[config.mk]
export PLATFORM = sky130hd
export DESIGN_NAME = lock_gate
export DESIGN_NICKNAME = d
export VERILOG_FILES = /design/src/rtl/lock_gate_pkg.sv /design/src/rtl/lock_sync.sv /design/src/rtl/hold_counter.sv /design/src/rtl/lock_qual.sv /design/src/rtl/lock_gate.sv
export SDC_FILE = /design/constraint.sdc
export NUM_CORES = 1
export LEC_CHECK = 0
export ABC_CLOCK_PERIOD_IN_PS = 2950
export BUFFER_PORTS_ARGS = -buffer_cell sky130_fd_sc_hd__buf_2
export CAP_MARGIN = 20
export CORE_MARGIN = 4
export CORE_UTILIZATION = 40
export CTS_BUF_LIST = sky130_fd_sc_hd__clkbuf_16
export DETAILED_ROUTE_END_ITERATION = 8
export SLEW_MARGIN = 20
export SYNTH_ARGS = -nofsm -noshare
export SYNTH_HDL_FRONTEND = slang
export SYNTH_SLANG_ARGS = --single-unit
[constraint.sdc]
create_clock -name clk_i -period 2.95 [get_ports clk_i]
set_clock_uncertainty 0.2 [all_clocks]
set_input_delay 0.59 -clock clk_i [delete_from_list [all_inputs] [get_ports clk_i]]
set_output_delay 0.59 -clock clk_i [all_outputs]
set_load 0.05 [all_outputs]
[src/rtl/lock_gate_pkg.sv]
package lock_gate_pkg;
  localparam int unsigned HOLD_W_DEF      = 20;
  localparam int unsigned SYNC_STAGES_DEF = 2;
endpackage

[src/rtl/lock_sync.sv]
module lock_sync #(
  parameter int unsigned STAGES = 2
) (
  input  logic clk_i,
  input  logic rst_ni,
  input  logic d_i,
  output logic q_o
);
  logic [STAGES-1:0] pipe_q;

  generate
    if (STAGES == 1) begin : g_one
      always_ff @(posedge clk_i or negedge rst_ni)
        if (!rst_ni) pipe_q <= '0;
        else         pipe_q <= d_i;
    end else begin : g_many
      always_ff @(posedge clk_i or negedge rst_ni)
        if (!rst_ni) pipe_q <= '0;
        else         pipe_q <= {pipe_q[STAGES-2:0], d_i};
    end
  endgenerate

  assign q_o = pipe_q[STAGES-1];
endmodule

[src/rtl/hold_counter.sv]
module hold_counter #(
  parameter int unsigned W = 20
) (
  input  logic         clk_i,
  input  logic         rst_ni,
  input  logic         en_i,
  input  logic [W-1:0] limit_i,
  output logic [W-1:0] cnt_o,
  output logic         done_o
);
  logic [W-1:0] cnt_q;

  // >= keeps the counter parked if the limit is lowered mid-run
  assign done_o = (cnt_q >= limit_i);

  always_ff @(posedge clk_i or negedge rst_ni) begin
    if (!rst_ni)      cnt_q <= '0;
    else if (!en_i)   cnt_q <= '0;
    else if (!done_o) cnt_q <= cnt_q + 1'b1;
  end

  assign cnt_o = cnt_q;
endmodule

[src/rtl/lock_qual.sv]
module lock_qual (
  input  logic clk_i,
  input  logic rst_ni,
  input  logic en_i,
  input  logic done_i,
  input  logic lock_i,
  output logic gated_o
);
  logic gated_q;

  always_ff @(posedge clk_i or negedge rst_ni)
    if (!rst_ni) gated_q <= 1'b0;
    else         gated_q <= en_i & done_i & lock_i;

  assign gated_o = gated_q;
endmodule

[src/rtl/lock_gate.sv]
module lock_gate
  import lock_gate_pkg::*;
#(
  parameter int unsigned HOLD_W      = HOLD_W_DEF,
  parameter int unsigned SYNC_STAGES = SYNC_STAGES_DEF
) (
  input  logic              clk_i,
  input  logic              rst_ni,
  input  logic              pll_en_i,
  input  logic              raw_lock_i,
  input  logic [HOLD_W-1:0] hold_cnt_i,
  output logic              lock_raw_o,
  output logic              lock_gated_o
);
  logic              lock_sync;
  logic              hold_done;
  logic [HOLD_W-1:0] cnt_q;

  lock_sync #(.STAGES(SYNC_STAGES)) u_sync (
    .clk_i (clk_i),
    .rst_ni(rst_ni),
    .d_i   (raw_lock_i),
    .q_o   (lock_sync)
  );

  hold_counter #(.W(HOLD_W)) u_cnt (
    .clk_i  (clk_i),
    .rst_ni (rst_ni),
    .en_i   (pll_en_i),
    .limit_i(hold_cnt_i),
    .cnt_o  (cnt_q),
    .done_o (hold_done)
  );

  lock_qual u_qual (
    .clk_i  (clk_i),
    .rst_ni (rst_ni),
    .en_i   (pll_en_i),
    .done_i (hold_done),
    .lock_i (lock_sync),
    .gated_o(lock_gated_o)
  );

  assign lock_raw_o = lock_sync;
endmodule

## Word level (Yosys, flattened, before mapping)

Index checks and enable logic that the tools add are counted.

- Register bits: 23
- Bits of input ports: 24
- Logic and storage cells: 10

- $add $sub $neg: 1
- $lt $le $gt $ge: 1
- Equal/unequal tests: 1
- Muxes and demuxes: 2
- Bitwise gates (word level): 2

Operators by type and width:

| cell | number |
|---|---|
| $mux 20 | 2 |
| $add 20x1->20 const B | 1 |
| $ge 20x20->1 | 1 |
| $and 1x1->1 | 2 |
| $ne 2x2->1 const B | 1 |

## Longest topological paths before layout

Gate-level depths: netlist of the first run.

- Depth in word-level cells: 3
- Gate-level depth with buffers: 10
- Depth with buffers taken out: 8

## Cells and area by module

From an unflattened synthesis of the first run, not the netlist that was laid out.

- Cell total of the unflattened synthesis: 188
- Area total of the unflattened synthesis: 1654.1 sq um

By module, submodules not included:

| module | times used | cells each | area each (sq um) | sequential area each (sq um) |
|---|---|---|---|---|
| hold_counter | 1 | 184 | 1572.8 | 500.5 |
| lock_sync | 1 | 2 | 50.0 | 50.0 |
| lock_qual | 1 | 2 | 31.3 | 25.0 |

## Worst setup path before layout of the first run

No wires, ideal clock.

- Path type: input -> register
- Start: input port hold_cnt_i[0]
- End: register u_cnt.cnt_q[7], in the netlist u_cnt.cnt_o[7]
- Library setup time: 0.078 ns
- Data arrival time: 2.651 ns
- Data required time: 2.672 ns
- Slack: 0.021 ns
- Stages: 8
- Path buffers: 1
- Path through: ha_1 nand2b_1 a2111o_1 a31o_1 a211o_1 buf_2 or4_1 a21oi_1

- Word-level cells in the longest chain between the ends: 2

RTL lines:

| item | RTL line | source |
|---|---|---|
| from (decl) | lock_gate.sv:11 | `input logic [HOLD_W-1:0] hold_cnt_i,` |
| $ge 20x20->1 | hold_counter.sv:14 | `assign done_o = (cnt_q >= limit_i);` |
| $ne 2x2->1 (no source line) | n/a |  |
| to (signal assigned) | hold_counter.sv:19 | `else if (!done_o) cnt_q <= cnt_q + 1'b1;` |
| to (decl) | hold_counter.sv:11 | `logic [W-1:0] cnt_q;` |

Every way passes these cells.
A chain may end at the register's enable or synchronous reset.

## Worst setup path in the final report of the first run

- Start: input port hold_cnt_i[0]
- End: register u_cnt.cnt_q[9], in the netlist u_cnt.cnt_o[9]

Same word-level chain as after synthesis.

==> results_dict.tcl, run 1 <==
set metrics [dict create \
    drt-total-wl_um 3640 \
    swShare_pct 22.8 \
    setup_slack_ns 0.0958 \
    place_congestion 0.800 \
    final_area_mm2 0.00196 \
    drive_gt1_share_pct 21.7 \
    power_density_mw_per_mm2 352 \
    hp-class "in2async" \
    synthCells 187 \
    ys_seq_area_share_pct 36.1 \
    final_cell_mix "inv_1 (25), buf_2 (25), dfrtp_1 (23)" \
    cp-start-kind "input port" \
    cp_cell_sequence "buf_2 -> ha_1 -> nand2b_1 -> a2111o_1 -> a31o_1 -> a211o_4 -> buf_6 -> or4_4 -> a21oi_2" \
    cts.sinks 23 \
    clock_latency_ns 0.25 \
    cts-root-buf "clkbuf_16" \
    hold_viol 0 \
    clock_path_buffers 2 \
    pwr-share-comb_pct 10.6 \
    slew_viol_final 0 \
    ff2ff_path_depth 9 \
    port_buffers 25 \
    synth_cell_types 26 \
    cts_tree "yes" \
    max_stage_delay_ns 0.51 \
    vias 1462 \
    holdWs_ns 0.109 \
    ios 26 \
    drt_iter0_markers 48 \
    dp_slack_ns -0.277 \
    tightest_slew_ns 0.578 \
    power.share.sequential_pct 46.8 \
    rows 22 \
    final_cells 265 \
    ys_warn_count 0 \
    nNetsFinal 263 \
    grt_max_degree 28 \
    fin_crit_sh_pct 96.8 \
    grt_pass1_vias 1359 \
    die_w_um 71.1 \
    cp.required_ns 2.92 \
    die_y_um 71.1 \
    p_total_mw 0.691 \
    p_sw_mw 0.157 \
    relSlewSlack_pct 61.2 \
    cts.clk_slew.worst_paths_ns 0.06 \
    syn_nets 232 \
    power.internal_mw 0.534 \
    cts_made_buffers 3 \
    synthesis.area_mm2 0.00159 \
    endpoint_kind "flip-flop" \
    final_antenna_net_count 0 \
    period_needed_ns 2.85 \
    htree_levels 1 \
    overflow 0 \
    cp_max_fo 12 \
    ir_drop_uv 276 \
    critPathSlowestCell "or4_4" \
    setup_viol 0 \
    crit_type "in2reg" \
    via_per_inst 5.52 \
    syn_area_per_cell_um2 8.52 \
    drt-wirelength-per-cell_um 13.7 \
    place_hpwl_um 2690 \
    r2r_slack_ns 0.12 \
    ys_seq_elements 23 \
    clock.fmax_mhz 350 \
    status "complete, no violations" \
    power.leakage_nw 0.937 \
    r2r_start "u_cnt.cnt_o[0]$_DFFE_PN0P_" \
    area_growth_pct 23.2 \
    timing.rr.end "u_cnt.cnt_o[9]$_DFFE_PN0P_" \
    die_area_mm2 0.00506 \
    place_area_mm2 0.00180 \
    antenna_found_initial 0 \
    drc_errors 0 \
    core_area_mm2 0.00374 \
    power_frac_clock_pct 42.6 \
    antenna_cells 0 \
    drt_pass1_iterations 5 \
    cap_violations 0 \
    start_util_pct 42.6 \
    postCtsHoldBufs 0 \
    worstPathArrival_ns 2.83 \
    place_inst 259 \
    track_usage_pct 14.5 \
    grt_pass1_wl_um 5990 \
]
==> cell usage after synthesis (all sizes together) <==
cell     count  area share [%]
nand2b       3             1.2
inv         26             6.1
nand3        9             2.8
dfrtp       23              36
buf          1            0.31
xnor2        1            0.55
o31a         1            0.55
clkinv       1            0.24
o31ai        9             4.2
o21ai       12             3.8
o2bb2ai      1            0.55
a211o        1            0.55
clkbuf       4            0.94
nor2         5             1.2
nand4        2            0.78
and3         4             1.6
or4          9             4.2
nor4         3             1.2
a21oi       24             7.5
a2111o       1            0.71
a31o         1            0.55
or3          7             2.7
ha          21              16
nand2       15             3.5
o21a         2            0.94
mux2i        1            0.63
==> flip-flops by register name (all words and copies together) (netlist names) <==
name,flops
u_cnt.cnt_o,20
u_qual.gated_o,1
u_sync.pipe_q,2
==> worst max-delay path by stage <==
stage | slack [ns] | depth (start not counted) | start | endpoint
after floorplan | 0.02 | 8 | hold_cnt_i[0] | u_cnt.cnt_o[7]$_DFFE_PN0P_
after global placement | -0.20 | 9 | hold_cnt_i[0] | u_cnt.cnt_o[9]$_DFFE_PN0P_
after global routing | -0.008 | 9 | hold_cnt_i[0] | u_cnt.cnt_o[18]$_DFFE_PN0P_
after CTS | 0.01 | 9 | u_cnt.cnt_o[0]$_DFFE_PN0P_ | u_cnt.cnt_o[9]$_DFFE_PN0P_
final | 0.1 | 9 | hold_cnt_i[0] | u_cnt.cnt_o[9]$_DFFE_PN0P_
after detailed placement | -0.28 | 9 | hold_cnt_i[0] | u_cnt.cnt_o[9]$_DFFE_PN0P_
==> routing by layer <==
metal  up-vias  part of all wire [%]  track usage [%]  wire (µm)
met2        28                    47             21.9       1710
met1       700                    48             20.8       1740
met4         0                  0.74             3.55         27
met3         4                   4.4             3.41        159
li1        730                     -                -          -
met5         -                     0                0          0
==> critical path: cells and delay by family <==
kind	cells	cell delay, ns
buf+inv	2	0.25
compound gates	4	1.07
fa+ha+maj	1	0.27
simple gates	2	0.66
==> through the flow <==
step	util, %	TNS (ns)
after floorplan	-	0
after global placement	48.1	-2.07
after detailed placement	48.1	-3.36
after CTS	50.3	0
after global routing	52.5	-0.0118
final	52.5	0
==> power groups by stage <==
stage                     combinational, mW  clock (mW)  sequential, mW
after floorplan                      0.0330           0           0.333
after global placement               0.0693           0           0.329
after detailed placement             0.0739           0           0.329
after CTS                            0.0741       0.302           0.324
after global routing                 0.0851       0.313           0.325
final                                0.0734       0.294           0.324
==> kinds of logic after synthesis <==
kind of cell,synth area share [%]
AOI/OAI and AO/OA,19.4
xor gates and xnor gates,0.550
adders and majority gates,16.5
buffers and inverters,7.61
DFF,36.1
muxes,0.628
and+or+nand+nor,19.2
==> cell type report <==
| cell class | instances | area, µm² |
|---|---|---|
| multi-input cells | 132 | 943 |
| well taps | 48 | 60.1 |
| clock buffers | 3 | 75.1 |
| inverters | 27 | 101 |
| clock inverters | 1 | 5.00 |
| fillers | 360 | 1780 |
| repair buffers | 31 | 204 |
| flip-flops and latches | 23 | 576 |
==> what timing repair did <==
action	CTS	global route
resized for setup	0	13
setup buffers	0	1
setup endpoints to repair	5	10
pin swaps	1	8
gates cloned	0	1
Note: power is estimated with default switching activity, not from simulation.
==> run 2, diff against run 1 <==
Settings changed: PLACE_DENSITY set to 0.7.
==> run 2 against run 1 <==
Sequential power barely moved. Combinational power shrank 3.8%. Die area unchanged. Via count is 1.6% lower. Sequential share of layout area grew 0.30 points. Hold slack got worse by 0.013 ns. Count of clock-buffer cells in the layout unchanged. Final cell count is 0.38% higher. First-iteration DRC count down 4.2%. Critical endpoint unchanged. Highest routed layer unchanged.
==> results_dict.tcl, run 2 (synthesis gave the netlist of run 1 again) <==
set metrics [dict create \
    final_antenna_net_count 0 \
    cts-root-buf "clkbuf_16" \
    drive_gt1_share_pct 18.8 \
    antenna_found_initial 0 \
    clock_path_buffers 2 \
    cts_made_buffers 3 \
    setup_viol 0 \
    dp_slack_ns -0.251 \
    grt_pass1_wl_um 5380 \
    drt_iter0_markers 46 \
    die_area_mm2 0.00506 \
    grt_pass1_vias 1275 \
    power_density_mw_per_mm2 355 \
    final_cell_mix "inv_1 (25), buf_2 (25), a21oi_1 (23), dfrtp_1 (23), ha_1 (21)" \
    endpoint_kind "flip-flop" \
    grt.met1_usage_pct 17.1 \
    busiest_layer "met2" \
    nNetsFinal 264 \
    overflow 0 \
    rsz0062_at_grt "no" \
    cts.sinks 23 \
    cp-start-kind "input port" \
    final_cells 266 \
    grt_max_degree 30 \
    core_area_mm2 0.00374 \
    slew_viol_final 0 \
    track_usage_pct 13.0 \
    cts_tree "yes" \
    period_needed_ns 2.86 \
    power.leakage_nw 0.936 \
    relSlewSlack_pct 66.3 \
    clock_latency_ns 0.26 \
    rows 22 \
    area_growth_pct 22.0 \
    drt_pass1_iterations 4 \
    ios 26 \
    cap_violations 0 \
    via_per_inst 5.41 \
    setup_slack_ns 0.0854 \
    cp.required_ns 2.92 \
    postCtsHoldBufs 0 \
    drt-wirelength-per-cell_um 12.6 \
    hp-class "in2async" \
    status "complete, no violations" \
    ir_drop_uv 192 \
    crit_type "in2reg" \
    fin_crit_sh_pct 97.1 \
    vias 1439 \
    die_y_um 71.1 \
    cts.clk_slew.worst_paths_ns 0.06 \
    start_util_pct 42.6 \
    antenna_cells 0 \
    place_inst 259 \
    n_fill_cell 356 \
    port_buffers 25 \
    largest_reg_flops 20 \
    hold_viol 0 \
    drc_errors 0 \
    place_congestion 0.771 \
    worstPathArrival_ns 2.84 \
    grt_util_met3_pct 1.85 \
    clock.fmax_mhz 349 \
    htree_levels 1 \
    cp_max_fo 15 \
    die_w_um 71.1 \
    met2_usage_pct 21.9 \
    ff2ff_path_depth 9 \
    drt-total-wl_um 3360 \
    tightest_slew_ns 0.505 \
    place_hpwl_um 2490 \
]
run 2: cell count changes in the layout (fill, tap and decap cells not counted):
cell | before | now
a21oi_1 | 19 | 23
a21oi_2 | 5 | 1
or4_1 | 4 | 8
or4_4 | 5 | 1
buf_4 | 3 | 5
buf_6 | 1 | 0
nor4_1 | 3 | 2
nor4_2 | 0 | 1
run 2: path summary, 6_finish.rpt:
check	start	end	slack [ns]
setup / recovery	hold_cnt_i[0]	u_cnt.cnt_o[9]$_DFFE_PN0P_	0.09
hold / removal	rst_ni	u_cnt.cnt_o[14]$_DFFE_PN0P_	0.1
setup reg to reg	u_cnt.cnt_o[0]$_DFFE_PN0P_	u_cnt.cnt_o[9]$_DFFE_PN0P_	0.11
hold reg to reg	u_sync.pipe_q[0]$_DFF_PN0_	u_sync.pipe_q[1]$_DFF_PN0_	0.16
max in group asynchronous	rst_ni	u_cnt.cnt_o[16]$_DFFE_PN0P_	2.11
min in group clk_i	u_sync.pipe_q[0]$_DFF_PN0_	u_sync.pipe_q[1]$_DFF_PN0_	0.16
run 2: cell type report:
type | count | area, µm² | share of cell area [%]
Inverter | 27 | 101 | 5.21
Sequential cell | 23 | 576 | 29.6
Clock inverter | 1 | 5.00 | 0.257
Multi-Input combinational cell | 132 | 920 | 47.3
Timing Repair Buffer | 32 | 208 | 10.7
Tap cell | 48 | 60.1 | 3.09
Clock buffer | 3 | 75.1 | 3.86
run 2: report_power, final:
| part | switching, mW | internal (mW) | leakage (nW) |
|---|---|---|---|
| sequential | 0.00357 | 0.320 | 0.314 |
| combinational | 0.0397 | 0.0309 | 0.580 |
| clock | 0.113 | 0.182 | 0.0409 |
run 2: worst max-delay path, stage by stage:
cell and delay [ns]:
buf_2 0.10, ha_1 0.27, nand2b_1 0.14, a2111o_1 0.40
a31o_1 0.20, a211o_4 0.35, buf_12 0.15, or4_1 0.50
a21oi_1 0.15
run 2: through the flow:
stage / hold slack (ns) / util [%] / setup TNS [ns] / instance area, µm² / power, mW
2_1_floorplan: 0.0944 / - / 0 / 1590 / 0.366
3_3_place_gp: 0.135 / 48.1 / -2.07 / 1800 / 0.399
3_5_place_dp: 0.144 / 48.1 / -2.84 / 1800 / 0.401
4_1_cts: 0.123 / 50.3 / 0 / 1880 / 0.697
5_1_grt: 0.148 / 51.9 / 0 / 1940 / 0.713
6_report: 0.0968 / 51.9 / 0 / 1940 / 0.689
run 2: per-layer routing:
layer	routed length (µm)	share of wire [%]
met5	0	0
met4	32	0.95
met3	188	5.6
met2	1510	45
met1	1630	48
run 2: what timing repair did:
action	4_1_cts	5_1_grt
setup buffers	0	2
endpoints found under the setup margin	0	10
resized for setup	0	5
